### src/rtl/tdm_mc_pkg.sv
`timescale 1ns/1ps
package tdm_mc_pkg;
   // Start-up phases of the sequencer
   typedef enum logic [1:0] {
      PH_WAIT = 2'd0,   // counting the start-up delay
      PH_ARM  = 2'd1,   // active, frame sync not yet issued
      PH_LEAD = 2'd2,   // first frame sync clock
      PH_RUN  = 2'd3    // slots running
   } mc_phase_e;
endpackage

### src/rtl/tdm_mc_enable_ctl.sv
`timescale 1ns/1ps
module tdm_mc_enable_ctl
   import tdm_mc_pkg::*;
#(
   parameter int EN_LAT = 3
) (
   input  logic      sclk,
   input  logic      rst_n,
   input  logic      mc_en,
   input  logic      std_tx_en,
   input  logic      std_rx_en,
   output logic      keep,
   output mc_phase_e phase,
   output logic      cfg_err
);
   localparam int LAT_W = (EN_LAT < 2) ? 1 : $clog2(EN_LAT);
   localparam logic [LAT_W-1:0] LAT_TOP = LAT_W'(EN_LAT - 1);

   initial begin
      assert (EN_LAT >= 1) else $error("EN_LAT must be at least 1");
   end

   logic             conflict;
   logic [LAT_W-1:0] lat_q;
   mc_phase_e        phase_q;
   logic             err_q;

   assign conflict = mc_en & (std_tx_en | std_rx_en);
   assign keep     = mc_en & ~conflict;

   always_ff @(posedge sclk or negedge rst_n) begin
      if (!rst_n) begin
         lat_q   <= '0;
         phase_q <= PH_WAIT;
         err_q   <= 1'b0;
      end else begin
         err_q <= conflict;
         if (!keep) begin
            lat_q   <= '0;
            phase_q <= PH_WAIT;
         end else begin
            unique case (phase_q)
               PH_WAIT: begin
                  if (lat_q == LAT_TOP) phase_q <= PH_ARM;
                  else                  lat_q   <= lat_q + 1'b1;
               end
               PH_ARM:  phase_q <= PH_LEAD;
               PH_LEAD: phase_q <= PH_RUN;
               PH_RUN:  phase_q <= PH_RUN;
               default: phase_q <= PH_WAIT;
            endcase
         end
      end
   end

   assign phase   = phase_q;
   assign cfg_err = err_q;

   // a conflicting enable is flagged and never lets the sequencer run
   a_r9_conflict_blocks: assert property (@(posedge sclk) disable iff (!rst_n)
      conflict |=> (err_q && phase_q == PH_WAIT));

   // leaving the wait phase needs a legal enable on the edge before
   a_r2_start_needs_keep: assert property (@(posedge sclk) disable iff (!rst_n)
      (phase_q == PH_WAIT) ##1 (phase_q == PH_ARM) |-> $past(keep));
endmodule

### src/rtl/tdm_mc_slot_ctr.sv
`timescale 1ns/1ps
module tdm_mc_slot_ctr #(
   parameter int CH_W      = 7,
   parameter int SLOT_BITS = 8
) (
   input  logic            sclk,
   input  logic            rst_n,
   input  logic            run,
   input  logic            keep,
   input  logic [CH_W-1:0] ch_last,
   output logic [CH_W-1:0] ch_idx,
   output logic            slot_last
);
   initial begin
      assert (SLOT_BITS >= 1) else $error("SLOT_BITS must be at least 1");
      assert (CH_W >= 1 && CH_W <= 8) else $error("CH_W out of range");
   end

   logic [CH_W-1:0] ch_q;
   logic            wrap;

   assign wrap = (ch_q >= ch_last);

   generate
      if (SLOT_BITS == 1) begin : g_single
         // each clock is a whole slot: no bit counter
         assign slot_last = 1'b1;
      end else begin : g_multi
         localparam int BIT_W = $clog2(SLOT_BITS);
         localparam logic [BIT_W-1:0] BIT_TOP = BIT_W'(SLOT_BITS - 1);
         logic [BIT_W-1:0] bit_q;
         always_ff @(posedge sclk or negedge rst_n) begin
            if (!rst_n)              bit_q <= '0;
            else if (!keep || !run)  bit_q <= '0;
            else if (bit_q == BIT_TOP) bit_q <= '0;
            else                     bit_q <= bit_q + 1'b1;
         end
         assign slot_last = (bit_q == BIT_TOP);
      end
   endgenerate

   always_ff @(posedge sclk or negedge rst_n) begin
      if (!rst_n)                ch_q <= '0;
      else if (!keep || !run)    ch_q <= '0;
      else if (slot_last)        ch_q <= wrap ? '0 : ch_q + 1'b1;
   end

   assign ch_idx = ch_q;

   // wrap to channel zero after the last programmed channel
   a_r6_chan_wrap: assert property (@(posedge sclk) disable iff (!rst_n)
      (run && slot_last && ch_q >= ch_last) |=> (ch_q == '0));

   // step by one at a slot boundary below the limit
   a_r6_chan_step: assert property (@(posedge sclk) disable iff (!rst_n)
      (run && keep && slot_last && ch_q < ch_last) |=> (ch_q == $past(ch_q) + 1'b1));

   // index holds inside a slot
   a_r6_chan_hold: assert property (@(posedge sclk) disable iff (!rst_n)
      (run && keep && !slot_last) |=> $stable(ch_q));
endmodule

### src/rtl/tdm_mc_seq.sv
`timescale 1ns/1ps
module tdm_mc_seq
   import tdm_mc_pkg::*;
#(
   parameter int CH_W      = 7,
   parameter int SLOT_BITS = 8,
   parameter int EN_LAT    = 3
) (
   input  logic            sclk,
   input  logic            rst_n,
   input  logic            mc_en,
   input  logic            std_tx_en,
   input  logic            std_rx_en,
   input  logic [CH_W-1:0] ch_last,
   output logic            mc_active,
   output logic            fsync,
   output logic [CH_W-1:0] chan_idx,
   output logic            slot_end,
   output logic            tx_slot,
   output logic            rx_slot,
   output logic            cfg_err
);
   localparam bit ONE_CLK_FRAME_OK = (SLOT_BITS == 1);

   logic      keep;
   mc_phase_e phase;
   logic      run;
   logic      slot_last;
   logic [CH_W-1:0] ch_idx;

   tdm_mc_enable_ctl #(.EN_LAT(EN_LAT)) u_en (
      .sclk      (sclk),
      .rst_n     (rst_n),
      .mc_en     (mc_en),
      .std_tx_en (std_tx_en),
      .std_rx_en (std_rx_en),
      .keep      (keep),
      .phase     (phase),
      .cfg_err   (cfg_err)
   );

   assign run = (phase == PH_RUN);

   tdm_mc_slot_ctr #(.CH_W(CH_W), .SLOT_BITS(SLOT_BITS)) u_slot (
      .sclk      (sclk),
      .rst_n     (rst_n),
      .run       (run),
      .keep      (keep),
      .ch_last   (ch_last),
      .ch_idx    (ch_idx),
      .slot_last (slot_last)
   );

   assign mc_active = (phase != PH_WAIT);
   assign fsync     = (phase == PH_LEAD) | (run & slot_last & (ch_idx >= ch_last));
   assign tx_slot   = run;
   assign rx_slot   = run;
   assign slot_end  = run & slot_last;
   assign chan_idx  = ch_idx;

   // one low enable sample clears all activity
   a_r8_disable_clears: assert property (@(posedge sclk) disable iff (!rst_n)
      !mc_en |=> (!mc_active && !fsync && !tx_slot && !rx_slot && chan_idx == '0));

   // strobes only after the activation delay
   a_r4_strobe_needs_active: assert property (@(posedge sclk) disable iff (!rst_n)
      (tx_slot || rx_slot) |-> mc_active);

   // first frame sync follows activation by one clock
   a_r3_first_fsync: assert property (@(posedge sclk) disable iff (!rst_n)
      ($rose(mc_active) && keep) |=> (fsync && !tx_slot));

   // frame sync is a single-clock pulse when a frame is longer than one clock
   a_r7_fsync_single: assert property (@(posedge sclk) disable iff (!rst_n)
      (fsync && $stable(ch_last) && (ch_last != '0 || !ONE_CLK_FRAME_OK)) |=> !fsync);
endmodule

### config.mk
export PLATFORM = sky130hd
export DESIGN_NAME = tdm_mc_seq
export DESIGN_NICKNAME = d
export VERILOG_FILES = /design/src/rtl/tdm_mc_pkg.sv /design/src/rtl/tdm_mc_enable_ctl.sv /design/src/rtl/tdm_mc_slot_ctr.sv /design/src/rtl/tdm_mc_seq.sv
export SDC_FILE = /design/constraint.sdc
export NUM_CORES = 1
export LEC_CHECK = 0
export CORE_MARGIN = 10
export CORE_UTILIZATION = 53
export CTS_CLUSTER_SIZE = 12
export DETAILED_ROUTE_END_ITERATION = 10
export GPL_TIMING_DRIVEN = 0
export PLACE_DENSITY = 0.93
export SLEW_MARGIN = 20
export SYNTH_ARGS = -nofsm -noshare
export SYNTH_HDL_FRONTEND = slang
export SYNTH_HIERARCHICAL = 1
export SYNTH_SLANG_ARGS = --single-unit
### constraint.sdc
create_clock -name sclk -period 3.2 [get_ports sclk]
set_input_delay 0.64 -clock sclk [delete_from_list [all_inputs] [get_ports sclk]]
set_output_delay 0.64 -clock sclk [all_outputs]
set_load 0.02 [all_outputs]
# ---- Word-level counts from Yosys, hierarchy flattened
# Cells that the tools add are included.
dict set report totals {
  reg_bits 15
  out_inout_bits 13
  elab_cells 43
  in_bits 12
}
dict set report classes {
  bitwise_logic 7
  n_eq_ne 8
  mux 11
  n_lt_le_gt_ge 1
  n_addsub 3
  reduce_logical 8
}
# op count
set op_table {}
lappend op_table {{two-way mux 7 bit} 3}
lappend op_table {{two-way mux 2 bit} 5}
lappend op_table {{adder 7 x 1 -> 7 bit (second input constant)} 1}
lappend op_table {{greater-or-equal comparator 7 bit} 1}
lappend op_table {{== test 2 bit (second input constant)} 3}
lappend op_table {{two-way mux 3 bit} 2}
lappend op_table {{case mux 2 bit (3 select lines)} 1}
lappend op_table {{AND 1 bit} 4}
lappend op_table {{!= test 2 bit (second input constant)} 2}
lappend op_table {{nonzero test 2 bit} 2}
lappend op_table {{adder 3 x 1 -> 3 bit (second input constant)} 1}
lappend op_table {{== test 3 bit (second input constant)} 1}
lappend op_table {{!= test 3 bit (second input constant)} 1}
lappend op_table {{adder 2 x 1 -> 2 bit (second input constant)} 1}
lappend op_table {{== test 2 x 1 -> 1 bit (second input constant)} 1}
lappend op_table {{logical NOT 1 bit} 2}
lappend op_table {{logical NOT 2 bit} 1}
lappend op_table {{bitwise OR 1 bit} 2}
lappend op_table {{AND reduction 2 bit} 1}
lappend op_table {{OR reduction 2 bit} 1}
lappend op_table {{logical OR 1 bit} 1}
lappend op_table {{NOT 1 bit} 1}

# ---- Longest topological paths before layout
# Gate-level depths: netlist (run 1).
dict set report depth {
  ltp_word 7
  ltp_mapped 7
  ltp_nobuf 7
}

# ---- Hierarchy
# Netlist (run 1), hierarchy kept.
# module area_per_inst_um2 seq_area_each_um2 cells_each instances
set by_module_without_submodules {}
lappend by_module_without_submodules {tdm_mc_slot_ctr 670.6 250.2 67 1}
lappend by_module_without_submodules {tdm_mc_enable_ctl 222.7 125.1 20 1}
lappend by_module_without_submodules {tdm_mc_seq 217.7 0.0 27 1}

# ---- Least setup slack after synthesis (run 1)
# No wires, ideal clock.
dict set report synth_timing {
  path_type {input -> output}
  from {in ch_last[0]}
  to {out fsync}
  arrival_ns 1.758
  setup_slack_ns 0.802
  required_ns 2.560
  path_stages 5
  path_cell_list {ha_1 nand2b_4 a2111oi_2 o21ai_1 a31o_1}
}
dict set report synth_via {
  elab_chain_len 3
}
# element line_no
set synth_rtl {}
lappend synth_rtl {{start, declared} tdm_mc_seq.sv:14} ;# input logic [CH_W-1:0] ch_last,
lappend synth_rtl {{greater-or-equal comparator 7 bit} tdm_mc_seq.sv:55} ;# assign fsync = (phase == PH_LEAD) | (run & slot_last & (ch_idx >= ch_last));
lappend synth_rtl {{AND 1 bit} tdm_mc_seq.sv:55}
lappend synth_rtl {{bitwise OR 1 bit} tdm_mc_seq.sv:55}
lappend synth_rtl {{end, declared} tdm_mc_seq.sv:16} ;# output logic fsync,
# Every way passes these cells.

# ---- Final worst setup path (run 1)
# Same ends and word-level chain as after synthesis.

==> flow_summary.yaml, run 1 <==
status:
  status: "completed"
floorplan:
  initial_core_util: 0.561
  die_h_um: 65.8
  die_area_mm2: 0.00433
  core_area_mm2: 0.00198
  die_w_um: 65.8
  num_rows: 16
  io-pin-count: 25
worst_setup_path:
  cp.arrival_ns: 2.40
  path_class: "in -> out"
  cp-startpoint: "ch_last[0]"
  start_kind: "input pin"
  crit_required_ns: 2.56
  cp_max_fo: 2
  endpoint_kind: "output port"
  rr_startpoint: "u_slot/ch_idx[0]$_DFFE_PN0P_"
global_route:
  grt_overflow: 0
  grt_max_degree: 16
  grt_usage: 0.125
  grt_pass1_wl_mm: 4.24
  antenna_found_initial: 0
  first_global_vias: 974
placed_design:
  io_buffers: 24
  hpwl_mm: 2.16
  gp_congestion: 0.810
  dp.cells: 165
  post-place-ws_ns: -0.291
  placed_area_mm2: 0.00139
sta:
  slew_headroom: 0.532
  fin_crit_ns: 3.04
  setup_slack_ns: 0.159
  report.final.slew_viol_count: 0
  max_freq_ghz: 0.329
  rsz0062_at_grt: "no"
  fin_crit_sh: 0.950
  setup_viol: 0
  hold_viol: 0
  worst_pin_slew_ns: 0.701
  clock_skew_ns: 0.00926
yosys:
  synth_area_per_cell_um2: 9.75
  ys_ff_latch: 15
  yosysWarnings: 6
  syn_area_mm2: 0.00111
  ys.flop_type: "dfrtp_1"
  async_reset_ff_frac: 1.00
  syn_nets: 144
  synth_enable_flop_cells: 0
  synth.distinct_cells: 32
  synthCells: 114
  synth_seq_area_share: 0.338
cells_and_area:
  antenna_cells: 0
  final_cell_mix: "clkdlybuf4s50_1, ha_1, inv_1"
  fin_nets: 173
  instances_no_fill: 169
  fin_util: 0.716
  final_area_mm2: 0.00142
  area_delta_synth_final_pct: 27.7
  layout.cells.most_common: "clkdlybuf4s50_1"
  drive_gt1_frac: 0.0915
power:
  swShare: 0.239
  totalPowerFinal_uw: 348
  clockPowerShare: 0.317
  power.share.combinational: 0.133
  seqPwrFrac: 0.550
  p_sw_uw: 83.3
  power_density_mw_per_mm2: 246
  power.internal_uw: 265
  ir_worst_vdd_v: 0.000250
  p_leak_nw: 0.713
clock_tree:
  cts_tree: "done"
  cts_hold_buf: 0
  cts.htree.levels: 1
  root_buffer: "clkbuf_4"
  clkTransAtPathRegs_ns: 0.09
  insertion_delay_ns: 0.30
  clk_path_buf_depth: 2
  clock-sinks: 15
  cts_made_buffers: 3
flow_run:
  maxCapViolations: 0
detailed_routing:
  drc: 0
  first_iter_violations: 26
  wl_per_cell_um: 16.0
  first_pass_iters: 4
  drtAntennaViolNets: 0
  wl_mm: 2.70
  vias: 947
  via_per_inst: 5.60
min_path:
  min_from: "u_slot/g_multi.bit_q[0]$_DFF_PN0_"
  hp-class: "reg -> reg"
critical path, cell delays in order:
cell             delay (ns)
clkdlybuf4s50_1        0.44
ha_1                   0.31
nand2b_4               0.15
a2111oi_4              0.35
o21ai_1                0.12
a31o_1                 0.23
buf_2                  0.16
final timing paths:
kind                       slack, ns  cells past startpoint                           endpoint
max                             0.16                      7                              fsync
min                             0.44                      1  u_slot/g_multi.bit_q[0]$_DFF_PN0_
max reg2reg                     0.85                      7       u_slot/ch_idx[4]$_DFFE_PN0P_
min reg2reg                     0.44                      1  u_slot/g_multi.bit_q[0]$_DFF_PN0_
max in group asynchronous       1.99                      1             u_en/cfg_err$_DFF_PN0_
min in group asynchronous       0.76                      1       u_slot/ch_idx[2]$_DFFE_PN0P_
metal layers:
layer | global-route usage | wire, µm | up-vias
li1 | - | - | 467
met1 | 0.124 | 1060 | 445
met2 | 0.228 | 1460 | 27
met3 | 0.0390 | 125 | 8
met4 | 0.0615 | 61 | 0
met5 | 0 | 0 | -
cell usage after synthesis, types with 2 or more instances:
library cell,n,area share
a21oi_1,3,0.014
and3_1,3,0.017
dfrtp_1,15,0.34
ha_1,18,0.20
inv_1,17,0.057
nand2_1,9,0.030
nand2b_4,2,0.025
nand3_1,5,0.023
nor2_1,8,0.027
nor2b_1,2,0.011
o21a_1,3,0.020
o21ai_0,4,0.018
o311ai_2,3,0.044
o31ai_1,2,0.014
or4_1,2,0.014
xnor2_1,2,0.016
stage by stage:
| stage | setup TNS, ns | hold slack, ns |
|---|---|---|
| floorplan | 0 | 0.344 |
| global placement | -0.264 | 0.432 |
| detailed placement | -0.291 | 0.436 |
| CTS | 0 | 0.449 |
| global route | 0 | 0.455 |
| finish | 0 | 0.443 |
power by group through the flow:
stage / registers, mW / clock network (mW) / logic, mW
after floorplan: 0.196 / 0 / 0.0195
after global placement: 0.195 / 0 / 0.0423
after detailed placement: 0.195 / 0 / 0.0453
after CTS: 0.192 / 0.116 / 0.0468
after global routing: 0.192 / 0.120 / 0.0512
final: 0.192 / 0.110 / 0.0464
registers in the layout (all words and copies together), names as in the netlist:
name                  cells
u_en/cfg_err              1
u_slot/g_multi.bit_q      3
u_slot/ch_idx             7
u_en/phase                2
u_en/lat_q                2
cells by family (layout without fill, tap and decap cells):
| logic type | count (synthesis) | count (layout) | synth area share |
|---|---|---|---|
| adder cells (fa/ha/maj) | 18 | 18 | 0.203 |
| AND/OR/NAND/NOR | 37 | 37 | 0.181 |
| flip-flops | 15 | 15 | 0.338 |
| AO/OA/AOI/OAI | 24 | 24 | 0.198 |
| buffers and inverters | 18 | 46 | 0.0642 |
| XOR/XNOR | 2 | 2 | 0.0158 |
cell type report:
| type | count | area [µm²] |
|---|---|---|
| Sequential cell | 15 | 375 |
| Clock buffer | 4 | 26.3 |
| Multi-Input combinational cell | 81 | 677 |
| Buffer | 1 | 7.51 |
| Timing Repair Buffer | 24 | 235 |
| Inverter | 17 | 63.8 |
| Fill cell | 139 | 563 |
| Tap cell | 27 | 33.8 |
what timing repair did:
item,CTS,global route
gates cloned,0,0
buffers inserted,0,0
resized for setup,4,1
pin swaps,0,1
endpoints found under the hold margin,0,0
endpoints found under the setup margin,1,1
Note: power is estimated with default switching activity, not from simulation.
==> inputs of run 2 (changes only) <==
CORE_UTILIZATION = 56   (was 53)
CTS_BUF_LIST = sky130_fd_sc_hd__clkbuf_2   (was default)
PLACE_DENSITY = 0.95   (was 0.93)
==> run 2 against run 1 <==
Against the previous run:
- maximum frequency is 0.46% higher
- final cell count did not move
- largest cell class unchanged
- combinational power fell by 4%
- highest routed layer unchanged
- critical path depth is the same
- count of clock-buffer cells in the layout unchanged
- first-iteration DRC count up 85%
- clock skew down 0.0047 ns
- global-route usage shrank 0.19 points
- register-to-register slack improved by 0.04 ns
==> flow_summary.yaml, run 2 (synthesized netlist as in run 1, its figures left out) <==
status:
  status: "completed"
worst_setup_path:
  start_kind: "input pin"
  rrSetupSlack_ns: 0.89
  endpoint_kind: "output port"
  cp.arrival_ns: 2.39
  cp_max_fo: 2
  path_class: "in -> out"
  crit_required_ns: 2.56
global_route:
  antenna_found_initial: 0
  grt_use_met1: 0.116
  met2_usage: 0.225
  top_usage_layer: "met2"
  first_global_vias: 1083
  grt_pass1_wl_mm: 4.28
  grt_usage: 0.123
  gr-usage-met3: 0.0498
  grt_max_degree: 16
  grt_overflow: 0
floorplan:
  die_h_um: 64.5
  io-pin-count: 25
  die_w_um: 64.5
  initial_core_util: 0.578
  core_area_mm2: 0.00192
  num_rows: 16
  die_area_mm2: 0.00417
placed_design:
  hpwl_mm: 2.05
  io_buffers: 24
  post-place-ws_ns: -0.238
  gp_congestion: 0.783
sta:
  worst_pin_slew_ns: 0.666
  clock_skew_ns: 0.00455
  fin_crit_sh: 0.946
  setup_slack_ns: 0.173
  max_freq_ghz: 0.330
  hold_viol: 0
  setup_viol: 0
  report.final.slew_viol_count: 0
  slew_headroom: 0.555
  rsz0062_at_grt: "no"
  fin_crit_ns: 3.03
cells_and_area:
  fin_nets: 173
  final_cell_mix: "clkdlybuf4s50_1, ha_1, inv_1"
  largest_reg_flops: 7
  fin_util: 0.729
  antenna_cells: 0
  drive_gt1_frac: 0.0986
  area_delta_synth_final_pct: 26.0
  layout.cells.most_common: "clkdlybuf4s50_1"
clock_tree:
  cts_setup_buffers: 0
  cts_tree: "done"
  cts_made_buffers: 3
  insertion_delay_ns: 0.27
  clock-sinks: 15
  clk_path_buf_depth: 2
  cts.htree.levels: 1
  clkTransAtPathRegs_ns: 0.14
  root_buffer: "clkbuf_2"
detailed_routing:
  first_pass_iters: 4
  drtAntennaViolNets: 0
  drc: 0
  vias: 947
  via_per_inst: 5.60
  wl_per_cell_um: 14.6
  first_iter_violations: 48
  wl_mm: 2.47
power:
  p_leak_nw: 0.711
  power_density_mw_per_mm2: 234
  ir_worst_vdd_v: 0.000221
  totalPowerFinal_uw: 327
flow_run:
  maxCapViolations: 0
min_path:
  hp-class: "reg -> reg"
==> run 2: changes by cell type in the layout (fill, tap and decap cells not counted), sizes merged <==
cell | previous run | this run
buf | 2 | 1
clkbuf | 4 | 5
==> run 2: stage by stage <==
stage | hold WS (ns) | setup TNS [ns] | cells | area (µm²)
6_report | 0.454 | 0 | 169 | 1400
4_1_cts | 0.453 | 0 | 169 | 1410
5_1_grt | 0.478 | 0 | 169 | 1400
2_1_floorplan | 0.344 | 0 | 114 | 1110
3_5_place_dp | 0.437 | -0.238 | 165 | 1390
3_3_place_gp | 0.428 | -0.245 | 165 | 1390
==> run 2: cell type report <==
cell class / count / area, µm²
plain buffers: 1 / 7.51
fillers: 147 / 522
flip-flops and latches: 15 / 375
repair buffers: 24 / 235
clock buffers: 4 / 20.0
multi-input cells: 81 / 664
well taps: 27 / 33.8
inverters: 17 / 63.8
==> run 2: worst max-delay path, stage by stage <==
cell,delay (ns)
clkdlybuf4s50_1,0.43
ha_1,0.29
nand2b_4,0.14
a2111oi_2,0.37
o21ai_1,0.13
a31o_1,0.23
clkbuf_2,0.15
==> run 2: final timing paths <==
path / start / endpoint / cells after the start
setup reg to reg: u_slot/ch_idx[0]$_DFFE_PN0P_ / u_slot/ch_idx[4]$_DFFE_PN0P_ / 7
max in group asynchronous: rst_n / u_slot/ch_idx[0]$_DFFE_PN0P_ / 1
setup / recovery: ch_last[0] / fsync / 7
hold / removal: u_slot/g_multi.bit_q[0]$_DFF_PN0_ / u_slot/g_multi.bit_q[0]$_DFF_PN0_ / 1
hold reg to reg: u_slot/g_multi.bit_q[0]$_DFF_PN0_ / u_slot/g_multi.bit_q[0]$_DFF_PN0_ / 1
min in group asynchronous: rst_n / u_slot/ch_idx[6]$_DFFE_PN0P_ / 1
==> run 2: layer usage <==
layer | up-vias | part of all wire
met3 | 8 | 0.081
met4 | 0 | 0.021
met2 | 32 | 0.50
li1 | 464 | -
met5 | - | 0
met1 | 443 | 0.40
==> run 2: repair_timing <==
item	CTS	global route
hold buffers	0	0
resized for setup	2	1
setup endpoints to repair	1	1
pin swaps	1	0
==> run 2: power breakdown <==
part	internal (mW)	leakage (nW)	switching (mW)
logic	0.0246	0.487	0.0200
clock network	0.0331	0.0166	0.0578
registers	0.191	0.207	0.000908
total	0.249	0.711	0.0787
==> inputs of run 3 (changes only) <==
CAP_MARGIN = 20   (was default)
==> results of run 3 <==
Final layout, timing and power as in run 2 (identical DEF).
